==> src/rtl/cmd_offload_pkg.sv <==
package cmd_offload_pkg;

    localparam int OFS_W = 6;

    localparam logic [OFS_W-1:0] OFS_STATUS = 6'd0;
    localparam logic [OFS_W-1:0] OFS_CMD    = 6'd1;
    localparam logic [OFS_W-1:0] OFS_LEVELS = 6'd2;
    localparam logic [OFS_W-1:0] OFS_BASE   = 6'd8;
    localparam logic [OFS_W-1:0] OFS_BOUND  = 6'd16;
    localparam logic [OFS_W-1:0] OFS_STRIDE = 6'd32;

    localparam int ST_BUSY = 0;
    localparam int ST_PEND = 1;

    typedef enum logic [2:0] {
        FLD_NONE,
        FLD_STATUS,
        FLD_CMD,
        FLD_LEVELS,
        FLD_BASE,
        FLD_BOUND,
        FLD_STRIDE
    } fld_e;

    typedef struct packed {
        fld_e       kind;
        logic [4:0] idx;
    } reg_sel_t;

    function automatic reg_sel_t classify(input logic [OFS_W-1:0] ofs,
                                          input int n_agu, input int n_loop);
        reg_sel_t         r;
        logic [OFS_W-1:0] d;
        r.kind = FLD_NONE;
        r.idx  = '0;
        d      = '0;
        if (ofs == OFS_STATUS) begin
            r.kind = FLD_STATUS;
        end else if (ofs == OFS_CMD) begin
            r.kind = FLD_CMD;
        end else if (ofs == OFS_LEVELS) begin
            r.kind = FLD_LEVELS;
        end else if (ofs >= OFS_BASE && int'(ofs) < int'(OFS_BASE) + n_agu) begin
            d      = ofs - OFS_BASE;
            r.kind = FLD_BASE;
            r.idx  = d[4:0];
        end else if (ofs >= OFS_BOUND && int'(ofs) < int'(OFS_BOUND) + n_loop) begin
            d      = ofs - OFS_BOUND;
            r.kind = FLD_BOUND;
            r.idx  = d[4:0];
        end else if (ofs >= OFS_STRIDE && int'(ofs) < int'(OFS_STRIDE) + n_agu * n_loop) begin
            d      = ofs - OFS_STRIDE;
            r.kind = FLD_STRIDE;
            r.idx  = d[4:0];
        end
        return r;
    endfunction

endpackage

==> src/rtl/cmd_addr_decode.sv <==
module cmd_addr_decode #(
    parameter int NUM_INST = 2,
    parameter int SEL_W    = 2,
    parameter int OFS_W    = 6,
    localparam int BUS_AW  = SEL_W + OFS_W
) (
    input  logic [BUS_AW-1:0]   addr,
    output logic [OFS_W-1:0]    ofs,
    output logic [NUM_INST-1:0] wr_hit,
    output logic [NUM_INST-1:0] rd_hot
);
    logic [SEL_W-1:0] sel;
    logic             bcast;

    assign sel   = addr[BUS_AW-1:OFS_W];
    assign ofs   = addr[OFS_W-1:0];
    assign bcast = &sel;

    for (genvar i = 0; i < NUM_INST; i++) begin : g_hit
        assign wr_hit[i] = bcast || (sel == SEL_W'(i));
        if (i == 0) begin : g_zero
            assign rd_hot[i] = bcast || (sel == SEL_W'(0));
        end else begin : g_other
            assign rd_hot[i] = !bcast && (sel == SEL_W'(i));
        end
    end
endmodule

==> src/rtl/cmd_stage_regs.sv <==
module cmd_stage_regs
    import cmd_offload_pkg::*;
#(
    parameter int DATA_W    = 32,
    parameter int OPC_W     = 4,
    parameter int LVL_W     = 2,
    parameter int NUM_AGU   = 2,
    parameter int NUM_LOOPS = 3,
    parameter int ADDR_W    = 16,
    parameter int CNT_W     = 12,
    parameter int STR_W     = 12,
    parameter int CFG_W     = 150
) (
    input  logic              clk,
    input  logic              rst,
    input  logic              wr_en,
    input  logic [OFS_W-1:0]  ofs,
    input  logic [DATA_W-1:0] wdata,
    input  logic              busy,
    input  logic              pend,
    output logic [CFG_W-1:0]  stage_cfg,
    output logic [DATA_W-1:0] rdata
);
    localparam int NUM_STR   = NUM_AGU * NUM_LOOPS;
    localparam int LV_POS    = OPC_W;
    localparam int BASE_POS  = LV_POS + 3 * LVL_W;
    localparam int BOUND_POS = BASE_POS + NUM_AGU * ADDR_W;
    localparam int STR_POS   = BOUND_POS + NUM_LOOPS * CNT_W;

    logic [OPC_W-1:0]  opc_q;
    logic [LVL_W-1:0]  lvl_q    [3];
    logic [ADDR_W-1:0] base_q   [NUM_AGU];
    logic [CNT_W-1:0]  bound_q  [NUM_LOOPS];
    logic [STR_W-1:0]  stride_q [NUM_STR];
    reg_sel_t          rs;

    assign rs = classify(ofs, NUM_AGU, NUM_LOOPS);

    always_ff @(posedge clk) begin
        if (rst) begin
            opc_q <= '0;
            for (int k = 0; k < 3; k++)         lvl_q[k]    <= '0;
            for (int k = 0; k < NUM_AGU; k++)   base_q[k]   <= '0;
            for (int k = 0; k < NUM_LOOPS; k++) bound_q[k]  <= '0;
            for (int k = 0; k < NUM_STR; k++)   stride_q[k] <= '0;
        end else if (wr_en) begin
            case (rs.kind)
                FLD_CMD: opc_q <= wdata[OPC_W-1:0];
                FLD_LEVELS: begin
                    for (int k = 0; k < 3; k++) lvl_q[k] <= wdata[k*LVL_W +: LVL_W];
                end
                FLD_BASE: begin
                    for (int k = 0; k < NUM_AGU; k++)
                        if (rs.idx == 5'(k)) base_q[k] <= wdata[ADDR_W-1:0];
                end
                FLD_BOUND: begin
                    for (int k = 0; k < NUM_LOOPS; k++)
                        if (rs.idx == 5'(k)) bound_q[k] <= wdata[CNT_W-1:0];
                end
                FLD_STRIDE: begin
                    for (int k = 0; k < NUM_STR; k++)
                        if (rs.idx == 5'(k)) stride_q[k] <= wdata[STR_W-1:0];
                end
                default: ;
            endcase
        end
    end

    always_comb begin
        rdata = '0;
        case (rs.kind)
            FLD_STATUS: begin
                rdata[ST_BUSY] = busy;
                rdata[ST_PEND] = pend;
            end
            FLD_CMD:    rdata = DATA_W'(opc_q);
            FLD_LEVELS: rdata = DATA_W'({lvl_q[2], lvl_q[1], lvl_q[0]});
            FLD_BASE: begin
                for (int k = 0; k < NUM_AGU; k++)
                    if (rs.idx == 5'(k)) rdata = DATA_W'(base_q[k]);
            end
            FLD_BOUND: begin
                for (int k = 0; k < NUM_LOOPS; k++)
                    if (rs.idx == 5'(k)) rdata = DATA_W'(bound_q[k]);
            end
            FLD_STRIDE: begin
                for (int k = 0; k < NUM_STR; k++)
                    if (rs.idx == 5'(k)) rdata = DATA_W'(stride_q[k]);
            end
            default: rdata = '0;
        endcase
    end

    assign stage_cfg[OPC_W-1:0] = opc_q;
    for (genvar k = 0; k < 3; k++) begin : g_lvl
        assign stage_cfg[LV_POS + k*LVL_W +: LVL_W] = lvl_q[k];
    end
    for (genvar k = 0; k < NUM_AGU; k++) begin : g_base
        assign stage_cfg[BASE_POS + k*ADDR_W +: ADDR_W] = base_q[k];
    end
    for (genvar k = 0; k < NUM_LOOPS; k++) begin : g_bound
        assign stage_cfg[BOUND_POS + k*CNT_W +: CNT_W] = bound_q[k];
    end
    for (genvar k = 0; k < NUM_STR; k++) begin : g_str
        assign stage_cfg[STR_POS + k*STR_W +: STR_W] = stride_q[k];
    end
endmodule

==> src/rtl/cmd_launch_ctrl.sv <==
module cmd_launch_ctrl #(
    parameter int CFG_W = 150
) (
    input  logic             clk,
    input  logic             rst,
    input  logic             cmd_wr,
    input  logic [CFG_W-1:0] new_cfg,
    input  logic             done,
    output logic             busy,
    output logic             pend,
    output logic             start,
    output logic [CFG_W-1:0] active_cfg
);
    logic [CFG_W-1:0] pend_cfg;
    logic             finish;

    assign finish = busy && done;

    always_ff @(posedge clk) begin
        if (rst) begin
            busy       <= 1'b0;
            pend       <= 1'b0;
            start      <= 1'b0;
            active_cfg <= '0;
            pend_cfg   <= '0;
        end else begin
            start <= 1'b0;
            if (finish) begin
                if (pend) begin
                    active_cfg <= pend_cfg;
                    start      <= 1'b1;
                    pend       <= 1'b0;
                end else if (cmd_wr) begin
                    active_cfg <= new_cfg;
                    start      <= 1'b1;
                end else begin
                    busy <= 1'b0;
                end
            end else if (cmd_wr) begin
                if (!busy) begin
                    active_cfg <= new_cfg;
                    start      <= 1'b1;
                    busy       <= 1'b1;
                end else if (!pend) begin
                    pend_cfg <= new_cfg;
                    pend     <= 1'b1;
                end
            end
        end
    end
endmodule

==> src/rtl/cmd_offload_hub.sv <==
module cmd_offload_hub
    import cmd_offload_pkg::*;
#(
    parameter int NUM_INST  = 2,
    parameter int DATA_W    = 32,
    parameter int OPC_W     = 4,
    parameter int NUM_AGU   = 2,
    parameter int NUM_LOOPS = 3,
    parameter int ADDR_W    = 16,
    parameter int CNT_W     = 12,
    parameter int STR_W     = 12,
    localparam int SEL_W    = $clog2(NUM_INST + 1),
    localparam int BUS_AW   = SEL_W + OFS_W,
    localparam int LVL_W    = $clog2(NUM_LOOPS + 1),
    localparam int NUM_STR  = NUM_AGU * NUM_LOOPS,
    localparam int CFG_W    = OPC_W + 3 * LVL_W + NUM_AGU * ADDR_W
                            + NUM_LOOPS * CNT_W + NUM_STR * STR_W
) (
    input  logic                      clk,
    input  logic                      rst,
    input  logic [BUS_AW-1:0]         bus_addr,
    input  logic [DATA_W-1:0]         bus_wdata,
    input  logic                      bus_we,
    output logic                      bus_ready,
    output logic [DATA_W-1:0]         bus_rdata,
    output logic [NUM_INST-1:0]       eng_start,
    input  logic [NUM_INST-1:0]       eng_done,
    output logic [NUM_INST*CFG_W-1:0] eng_cfg
);
    logic [OFS_W-1:0]    ofs;
    logic [NUM_INST-1:0] wr_hit;
    logic [NUM_INST-1:0] rd_hot;
    logic [NUM_INST-1:0] busy_vec;
    logic [NUM_INST-1:0] pend_vec;
    logic [DATA_W-1:0]   rd_arr [NUM_INST];
    logic                is_cmd;
    logic                wr_go;

    cmd_addr_decode #(
        .NUM_INST (NUM_INST),
        .SEL_W    (SEL_W),
        .OFS_W    (OFS_W)
    ) u_dec (
        .addr   (bus_addr),
        .ofs    (ofs),
        .wr_hit (wr_hit),
        .rd_hot (rd_hot)
    );

    assign is_cmd    = (ofs == OFS_CMD);
    assign bus_ready = !(bus_we && is_cmd && |(wr_hit & pend_vec));
    assign wr_go     = bus_we && bus_ready;

    for (genvar i = 0; i < NUM_INST; i++) begin : g_inst
        logic [CFG_W-1:0] stage_cfg;
        logic [CFG_W-1:0] launch_cfg;
        logic             wr_en;

        assign wr_en      = wr_go && wr_hit[i];
        assign launch_cfg = {stage_cfg[CFG_W-1:OPC_W], bus_wdata[OPC_W-1:0]};

        cmd_stage_regs #(
            .DATA_W    (DATA_W),
            .OPC_W     (OPC_W),
            .LVL_W     (LVL_W),
            .NUM_AGU   (NUM_AGU),
            .NUM_LOOPS (NUM_LOOPS),
            .ADDR_W    (ADDR_W),
            .CNT_W     (CNT_W),
            .STR_W     (STR_W),
            .CFG_W     (CFG_W)
        ) u_stage (
            .clk       (clk),
            .rst       (rst),
            .wr_en     (wr_en),
            .ofs       (ofs),
            .wdata     (bus_wdata),
            .busy      (busy_vec[i]),
            .pend      (pend_vec[i]),
            .stage_cfg (stage_cfg),
            .rdata     (rd_arr[i])
        );

        cmd_launch_ctrl #(
            .CFG_W (CFG_W)
        ) u_launch (
            .clk        (clk),
            .rst        (rst),
            .cmd_wr     (wr_en && is_cmd),
            .new_cfg    (launch_cfg),
            .done       (eng_done[i]),
            .busy       (busy_vec[i]),
            .pend       (pend_vec[i]),
            .start      (eng_start[i]),
            .active_cfg (eng_cfg[i*CFG_W +: CFG_W])
        );
    end

    always_comb begin
        bus_rdata = '0;
        for (int i = 0; i < NUM_INST; i++)
            if (rd_hot[i]) bus_rdata = bus_rdata | rd_arr[i];
    end
endmodule

==> config.mk <==
export PLATFORM = sky130hd
export DESIGN_NAME = cmd_offload_hub
export DESIGN_NICKNAME = d
export VERILOG_FILES = /design/src/rtl/cmd_offload_pkg.sv /design/src/rtl/cmd_addr_decode.sv /design/src/rtl/cmd_stage_regs.sv /design/src/rtl/cmd_launch_ctrl.sv /design/src/rtl/cmd_offload_hub.sv
export SDC_FILE = /design/constraint.sdc
export NUM_CORES = 2
export LEC_CHECK = 0
export BUFFER_PORTS_ARGS = -buffer_cell sky130_fd_sc_hd__buf_2
export CAP_MARGIN = 40
export CORE_MARGIN = 1.5
export CORE_UTILIZATION = 35
export DETAILED_ROUTE_END_ITERATION = 10
export GPL_TIMING_DRIVEN = 0
export PLACE_DENSITY = 0.57
export SYNTH_ARGS = -nofsm -noshare
export SYNTH_HDL_FRONTEND = slang
export SYNTH_HIERARCHICAL = 1
export SYNTH_SLANG_ARGS = --single-unit
==> constraint.sdc <==
create_clock -name clk -period 4.9 [get_ports clk]
set_clock_uncertainty 0.2 [all_clocks]
set_input_delay 0.245 -clock clk [delete_from_list [all_inputs] [get_ports clk]]
set_output_delay 0.245 -clock clk [all_outputs]
set_load 0.01 [all_outputs]
== Yosys cells after proc, flatten, opt, wreduce, memory -nomap -nowiden ==
Memory sizes are Yosys's and may differ from the RTL's.
Cells that the tools add are included.

* Word-level logic and storage cells: 306
* Bits in registers: 614
* Output and inout port bits: 335
* Memory bits (writable): 292
* Memories: 8
* Input bits: 45

{| class="wikitable"
|+ Memories
! name !! words !! bits a word !! rd ports !! clocked after Yosys merged registers in !! wr ports !! line !! RTL
|-
| g_inst[0].u_stage.stride_q || 6 || 12 || 6 || 0 || 6 || cmd_stage_regs.sv:34 || <nowiki>logic [STR_W-1:0] stride_q [NUM_STR];</nowiki>
|-
| g_inst[1].u_stage.stride_q || 6 || 12 || 6 || 0 || 6 || cmd_stage_regs.sv:34 ||
|-
| g_inst[0].u_stage.bound_q || 3 || 12 || 3 || 0 || 3 || cmd_stage_regs.sv:33 || <nowiki>logic [CNT_W-1:0] bound_q [NUM_LOOPS];</nowiki>
|-
| g_inst[1].u_stage.bound_q || 3 || 12 || 3 || 0 || 3 || cmd_stage_regs.sv:33 ||
|-
| g_inst[0].u_stage.base_q || 2 || 16 || 2 || 0 || 2 || cmd_stage_regs.sv:32 || <nowiki>logic [ADDR_W-1:0] base_q [NUM_AGU];</nowiki>
|-
| g_inst[1].u_stage.base_q || 2 || 16 || 2 || 0 || 2 || cmd_stage_regs.sv:32 ||
|-
| 2 more memories || n/a || n/a || n/a || n/a || n/a || n/a ||
|}

* Mux-type cells: 185
* Add/subtract/negate cells: 3
* Bitwise logic cells: 34
* Reduce and logical (&&, ||, !) cells: 38
* $lt $le $gt $ge: 6
* Equal/unequal tests: 20

{| class="wikitable"
|+ Operators by type and width
! kind !! number
|-
| 150-bit 2-to-1 mux || 10
|-
| 12-bit 2-to-1 mux || 32
|-
| 30-bit one-hot mux with 5 select lines || 2
|-
| 32-bit 2-to-1 mux || 8
|-
| 1-bit 2-to-1 mux || 110
|-
| 16-bit 2-to-1 mux || 6
|-
| 32-bit OR || 1
|-
| 1-bit OR || 28
|-
| 8-bit 2-to-1 mux || 3
|-
| 2-bit one-hot mux with 6 select lines || 2
|-
| 5-bit 2-to-1 mux || 3
|-
| 1-bit logical AND || 13
|-
| 2-bit 2-to-1 mux || 6
|-
| 2-bit != test, second input constant || 6
|-
| 3-bit AND reduction || 4
|-
| 5-bit by 2-bit == test with 1-bit output, second input constant || 2
|-
| 5-bit by 3-bit == test with 1-bit output, second input constant || 2
|-
| 2-bit AND reduction || 5
|-
| 3-bit == test, second input constant || 3
|-
| 3-bit 2-to-1 mux || 3
|-
| 4-bit AND reduction || 2
|-
| 2-bit nonzero test || 4
|-
| 3-bit by 2-bit == test with 1-bit output, second input constant || 2
|-
| 6-bit by 1-bit == test with 1-bit output, second input constant || 1
|-
| other kinds (21) || 28
|}

== Logic depth before layout (Yosys ltp) ==
* Word-level depth: 19
* Mapped depth: 15
* Gate-level depth less buffers: 11

== Hierarchy ==
Netlist, hierarchy kept.

{| class="wikitable"
|+ By module, submodules not included
! module !! sequential area each (sq um) !! times used !! cells an instance !! area each (sq um)
|-
| cmd_launch_ctrl || 6065.8 || 2 || 1525 || 12600.8
|-
| cmd_stage_regs (g_inst[0].u_stage) || 4464.3 || 1 || 590 || 7363.3
|-
| cmd_stage_regs (g_inst[1].u_stage) || 4464.3 || 1 || 582 || 7215.7
|-
| cmd_offload_hub || 0.0 || 1 || 51 || 390.4
|-
| cmd_addr_decode || 0.0 || 1 || 11 || 87.6
|}

== Worst setup path before layout ==
OpenSTA, ideal clock, no wires.

* Path type: input to register
* From: input bus_addr[3]
* To: memory g_inst[1].u_stage.base_q[0][0], enable pin
* Arrival time: 2.528 ns
* Required time: 4.308 ns
* Stages: 9
* Library setup time: 0.392 ns
* Setup slack: 1.780 ns
* Buffers on the path: 2
* Path through: buf_4 -> buf_2 -> inv_1 -> ha_1 -> nor4bb_1 -> o21a_1 -> nor2_1 -> nand3_1 -> o21bai_1

{| class="wikitable"
|+ RTL lines
! what !! line !! RTL
|-
| from (decl) || cmd_offload_hub.sv:21 || <nowiki>input logic [BUS_AW-1:0] bus_addr,</nowiki>
|-
| to (decl) || cmd_stage_regs.sv:32 ||
|}

==> results.txt <==
Post-CTS repair changed the size of 0 cells. Clock-pin slew was measured on the worst setup and hold paths at 60 ps. The total clock sinks came out at 906. Worst stage delay on the critical path: 540 ps. Among all stages on the critical path, the largest delay is contributed by sky130_fd_sc_hd__a221oi_1. The via count came out at 34.5k. In this run the register-to-register setup slack is 1620 ps. The hold-fix buffer count after cts was 12. The first TritonRoute pass finished after 6 iterations. For this run, the register share of the synthesized area comes to 52.3%. Of the total power, the share spent switching nets is 23.6%.

The synthesis-stage register bit count works out to 906. TritonCTS built the clock tree. The die span in x came out at 342 um.

The signal on the critical path passes through buf_4 -> buf_2 -> inv_1 -> ha_1 -> nor4bb_1 -> o21ai_2 -> buf_2 -> nand2_1 -> mux2_2 -> a221oi_1 -> nand4b_1 -> a22o_1 -> buf_2. The H-tree was split into 3 levels. Setup violations remaining at the end of the flow were counted as 0.

The combinational share of power is 4.8%, and the floorplan die height is 342 um. The floorplan has 124 rows. By instance count, the cell type seen most on the critical path is sky130_fd_sc_hd__buf_2. In the synthesized netlist the async set-or-reset flop fraction comes to 0%. In this run the critical register-to-register path is captured at g_inst[1].u_launch/active_cfg[29]. STA classifies the critical path startpoint as a primary input. For the total wirelength of the detailed-routed design, the log shows 154000 um. The logs give 0 for the number of max-slew violations in the final report and 25.3% for the overall global routing resource usage.

A synthesized cell averages 9.40 um^2. Grouping stages by cell kind, the critical path spends the most delay in compound AO/OA/AOI/OAI gates. The run gives 100 as the TritonCTS buffer count. Sequential share of power: 48.6%. Setup repair after global routing left no endpoint under its margin. The number of distinct library cell variants in the gate-level netlist after synthesis was 82. The net count reported at finish is 4839. For this run, design rule violations remaining after detail routing come to 0. The first global-routing pass estimated 219000 um of wire. Classification of the worst setup path: in2out.

In this run the critical register-to-register path is launched from g_inst[1].u_launch/pend. The net switching power was 3.93 mW. The average wire per cell in the routed design was 24.0 um; the upper clock frequency limit was 238 MHz.

The total number of cells along the worst setup path came out at 13. The number of endpoints with negative hold slack in the final report is 0. Required time at the endpoint of the critical path: 4450 ps. The number of global-route vias before repair is 32.7k, and the relative area change from synthesis to final layout is 18.6%.

The logs give 680 ps for the later-pin clock latency in the skew report and 25 for the largest net degree at the start of global routing. The worst hold path begins at rst. The number of buffer cells added on primary ports works out to 340. The run finished with clean final reports. The critical path contains buffers and inverters numbering 5 combined.

Max-cap violations in this run came to 0. The arrival time reported for the critical path endpoint is 3760 ps, and the number of synthesis warnings is 6. STA classifies the critical path endpoint as an output pin. The root buffer cell chosen for the clock tree is sky130_fd_sc_hd__clkbuf_16. The worst-case IR drop observed on VDD is 0.228 mV.

The worst-case headroom to the max-slew limit was 33.3%; the count of flip-flops with a built-in enable after synthesis was 292. The fraction of layout cells with a size suffix above 1 came out at 18.8%. The logs give 12.7 mW for the cell-internal power and 114000 um^2 for the placeable core region. Following the worst setup path forward leads to its endpoint at bus_rdata[4]. The number of antenna violations at the first check in global routing is 19, and the number of nets still failing antenna checks after routing is 0. Along the worst path, the maximum fanout reaches 10. The pin slew with the least headroom to its limit was 1000 ps; the half-perimeter wire length after detailed placement was 114000 um.

The longest clock path from root to sink contains 3 buffers. The start point of the critical path is bus_addr[3]. The flip-flop cell with the highest count after synthesis was sky130_fd_sc_hd__dfxtp_1. The ratio of final minimum period to clock period works out to 85.9%. In this run, the number of DRC markers left after iteration 0 of detailed routing was 3001.

Post-CTS timing repair inserted 0 buffers for setup. The tools report the final weighted congestion in routability-driven placement as 0.982. In this run the power density over the cells is 348 nW/um^2.

The depth of the most critical reg-to-reg path is 11, and the total I/O pin count is 380. The tools report the post-layout total power as 16.6 mW. The tools report the setup TNS as 0 ps. In this run the cell area of the synthesized design comes to 40300 um^2.

Synthesis produced 4284 cells. The tightest min-delay check is of the in2reg type. The floorplan step defined a die boundary enclosing 117000 um^2. The post-route minimum period came out at 4210 ps.

For this configuration, the core starts out at a cell density of 35.3%. For this run the aggregate overflow at the end of global routing stands at 0. For the worst hold-check slack, the log shows 93.1 ps.

The relative contribution of the clock network to total power came out at 46.7%. Summed over all cells, the static leakage comes to 17.2 nW. Using the TritonRoute via totals, the vias-per-cell ratio works out to 5.40.
layer usage:
metal,up-vias,GRT usage [%],share of wire [%]
li1,16137,-,-
met1,16666,32.8,41
met2,1454,41.9,47
met3,260,4.68,8.3
met4,8,9.56,3.9
met5,-,0,0.035
worst min path at each step:
stage,endpoint,slack [ps],cells past startpoint
floorplan,g_inst[0].u_launch/pend,150,1
global placement,g_inst[1].u_launch/pend_cfg[88],240,2
detailed placement,g_inst[1].u_launch/pend_cfg[30],250,2
global route,g_inst[0].u_stage/opc_q[3],70,3
finish,g_inst[1].u_launch/active_cfg[144],90,3
CTS,g_inst[1].u_launch/active_cfg[137],40,3
worst register-to-register path, cell delays in order (launching register included):
cell and delay, ps:
sky130_fd_sc_hd__dfxtp_1 380, sky130_fd_sc_hd__a21oi_1 180, sky130_fd_sc_hd__nand2_1 80, sky130_fd_sc_hd__nor2_1 360
sky130_fd_sc_hd__inv_1 90, sky130_fd_sc_hd__ha_1 200, sky130_fd_sc_hd__o21ba_1 210, sky130_fd_sc_hd__buf_2 220
sky130_fd_sc_hd__buf_4 360, sky130_fd_sc_hd__clkbuf_1 460, sky130_fd_sc_hd__a21oi_1 170, sky130_fd_sc_hd__a311oi_2 270
power groups by stage:
stage | registers (mW) | clock network [mW] | logic (mW)
after global placement | 8.24 | 0 | 0.744
after floorplan | 8.11 | 0 | 0.451
final | 8.08 | 7.76 | 0.795
after CTS | 8.08 | 7.90 | 0.777
after global routing | 8.09 | 8.20 | 0.832
after detailed placement | 8.24 | 0 | 0.767
stage by stage:
stage          worst slack (ps)  utilization, %  instance area (um^2)  std cells
2_1_floorplan              1780               -                 40400       4314
3_3_place_gp                622            38.5                 44000       6166
3_5_place_dp                905            38.7                 44200       6186
4_1_cts                     890            41.8                 47700       6386
5_1_grt                     688            41.8                 47700       6386
6_report                    691            41.8                 47800       6392
sequential cells by signal (all words and copies together) (netlist names):
| register | count |
|---|---|
| g_inst.u_launch/busy | 2 |
| g_inst.u_launch/active_cfg | 300 |
| g_inst.u_launch/start | 2 |
| g_inst.u_stage/opc_q | 8 |
| g_inst.u_stage/bound_q | 72 |
| g_inst.u_launch/pend | 2 |
| g_inst.u_stage/stride_q | 144 |
| g_inst.u_stage/lvl_q | 12 |
| g_inst.u_stage/base_q | 64 |
| g_inst.u_launch/pend_cfg | 300 |
synth_stat cells, types with 8 or more instances:
cell type | n | area [um^2]
sky130_fd_sc_hd__o221ai_1 | 18 | 158
sky130_fd_sc_hd__buf_6 | 34 | 383
sky130_fd_sc_hd__or3_1 | 9 | 56.3
sky130_fd_sc_hd__mux2_2 | 9 | 101
sky130_fd_sc_hd__nand3_1 | 32 | 160
sky130_fd_sc_hd__and3_1 | 20 | 125
sky130_fd_sc_hd__a31o_2 | 8 | 70.1
sky130_fd_sc_hd__a21oi_1 | 654 | 3270
sky130_fd_sc_hd__a211oi_1 | 17 | 128
sky130_fd_sc_hd__inv_1 | 12 | 45.0
sky130_fd_sc_hd__buf_4 | 53 | 398
sky130_fd_sc_hd__nand2b_1 | 12 | 75.1
sky130_fd_sc_hd__clkbuf_1 | 268 | 1010
sky130_fd_sc_hd__nor3_1 | 14 | 70.1
sky130_fd_sc_hd__a311oi_1 | 100 | 876
sky130_fd_sc_hd__mux2i_1 | 48 | 480
sky130_fd_sc_hd__buf_2 | 64 | 320
sky130_fd_sc_hd__a311oi_2 | 200 | 3000
sky130_fd_sc_hd__nand2_1 | 1274 | 4780
sky130_fd_sc_hd__o21ai_0 | 30 | 150
sky130_fd_sc_hd__a22oi_1 | 10 | 75.1
sky130_fd_sc_hd__a22o_1 | 34 | 298
sky130_fd_sc_hd__nand4_1 | 8 | 50.1
sky130_fd_sc_hd__nor2b_1 | 13 | 81.3
sky130_fd_sc_hd__edfxtp_1 | 292 | 8770
sky130_fd_sc_hd__and2_1 | 218 | 1360
sky130_fd_sc_hd__dfxtp_1 | 614 | 12300
sky130_fd_sc_hd__o211ai_1 | 8 | 60.1
sky130_fd_sc_hd__o21bai_1 | 8 | 60.1
sky130_fd_sc_hd__nor2_1 | 53 | 199
area by class of cell:
cell class | instances | area (um^2)
sequential | 906 | 21100
tap | 1512 | 1890
antenna | 6 | 15.0
fill | 11323 | 66400
clock inverter | 48 | 507
multi-input combinational | 2965 | 17100
buffer | 431 | 2160
inverter | 12 | 45.0
timing repair buffer | 372 | 2060
clock buffer | 140 | 2900
logic make-up (layout without fill, tap and decap cells):
kind of cell,Yosys count,count (layout),share of synthesized area [%]
DFF,906,906,52.3
buffers and inverters,443,1003,5.49
muxes,57,57,1.45
xor gates and xnor gates,1,1,0.0218
other,2,38,0.0187
AOI/OAI and AO/OA,1168,1168,22.1
and+or+nand+nor,1701,1701,18.4
adders and majority gates,6,6,0.186
layout by cell type (no fill, tap or decap), types with 20 or more instances in the layout:
master and instances:
sky130_fd_sc_hd__a311oi_1 100, sky130_fd_sc_hd__buf_2 405, sky130_fd_sc_hd__nand3_1 32, sky130_fd_sc_hd__o21ai_0 30, sky130_fd_sc_hd__a311oi_2 200, sky130_fd_sc_hd__clkbuf_16 103
sky130_fd_sc_hd__dfxtp_1 614, sky130_fd_sc_hd__buf_4 59, sky130_fd_sc_hd__nand2_1 1274, sky130_fd_sc_hd__and3_1 20, sky130_fd_sc_hd__mux2i_1 48, sky130_fd_sc_hd__a21oi_1 654
sky130_fd_sc_hd__edfxtp_1 292, sky130_fd_sc_hd__nor2_1 53, sky130_fd_sc_hd__conb_1 32, sky130_fd_sc_hd__clkbuf_1 285, sky130_fd_sc_hd__a22o_1 34, sky130_fd_sc_hd__and2_1 218
sky130_fd_sc_hd__buf_6 39
No activity file was read; power rests on OpenSTA's default activity.
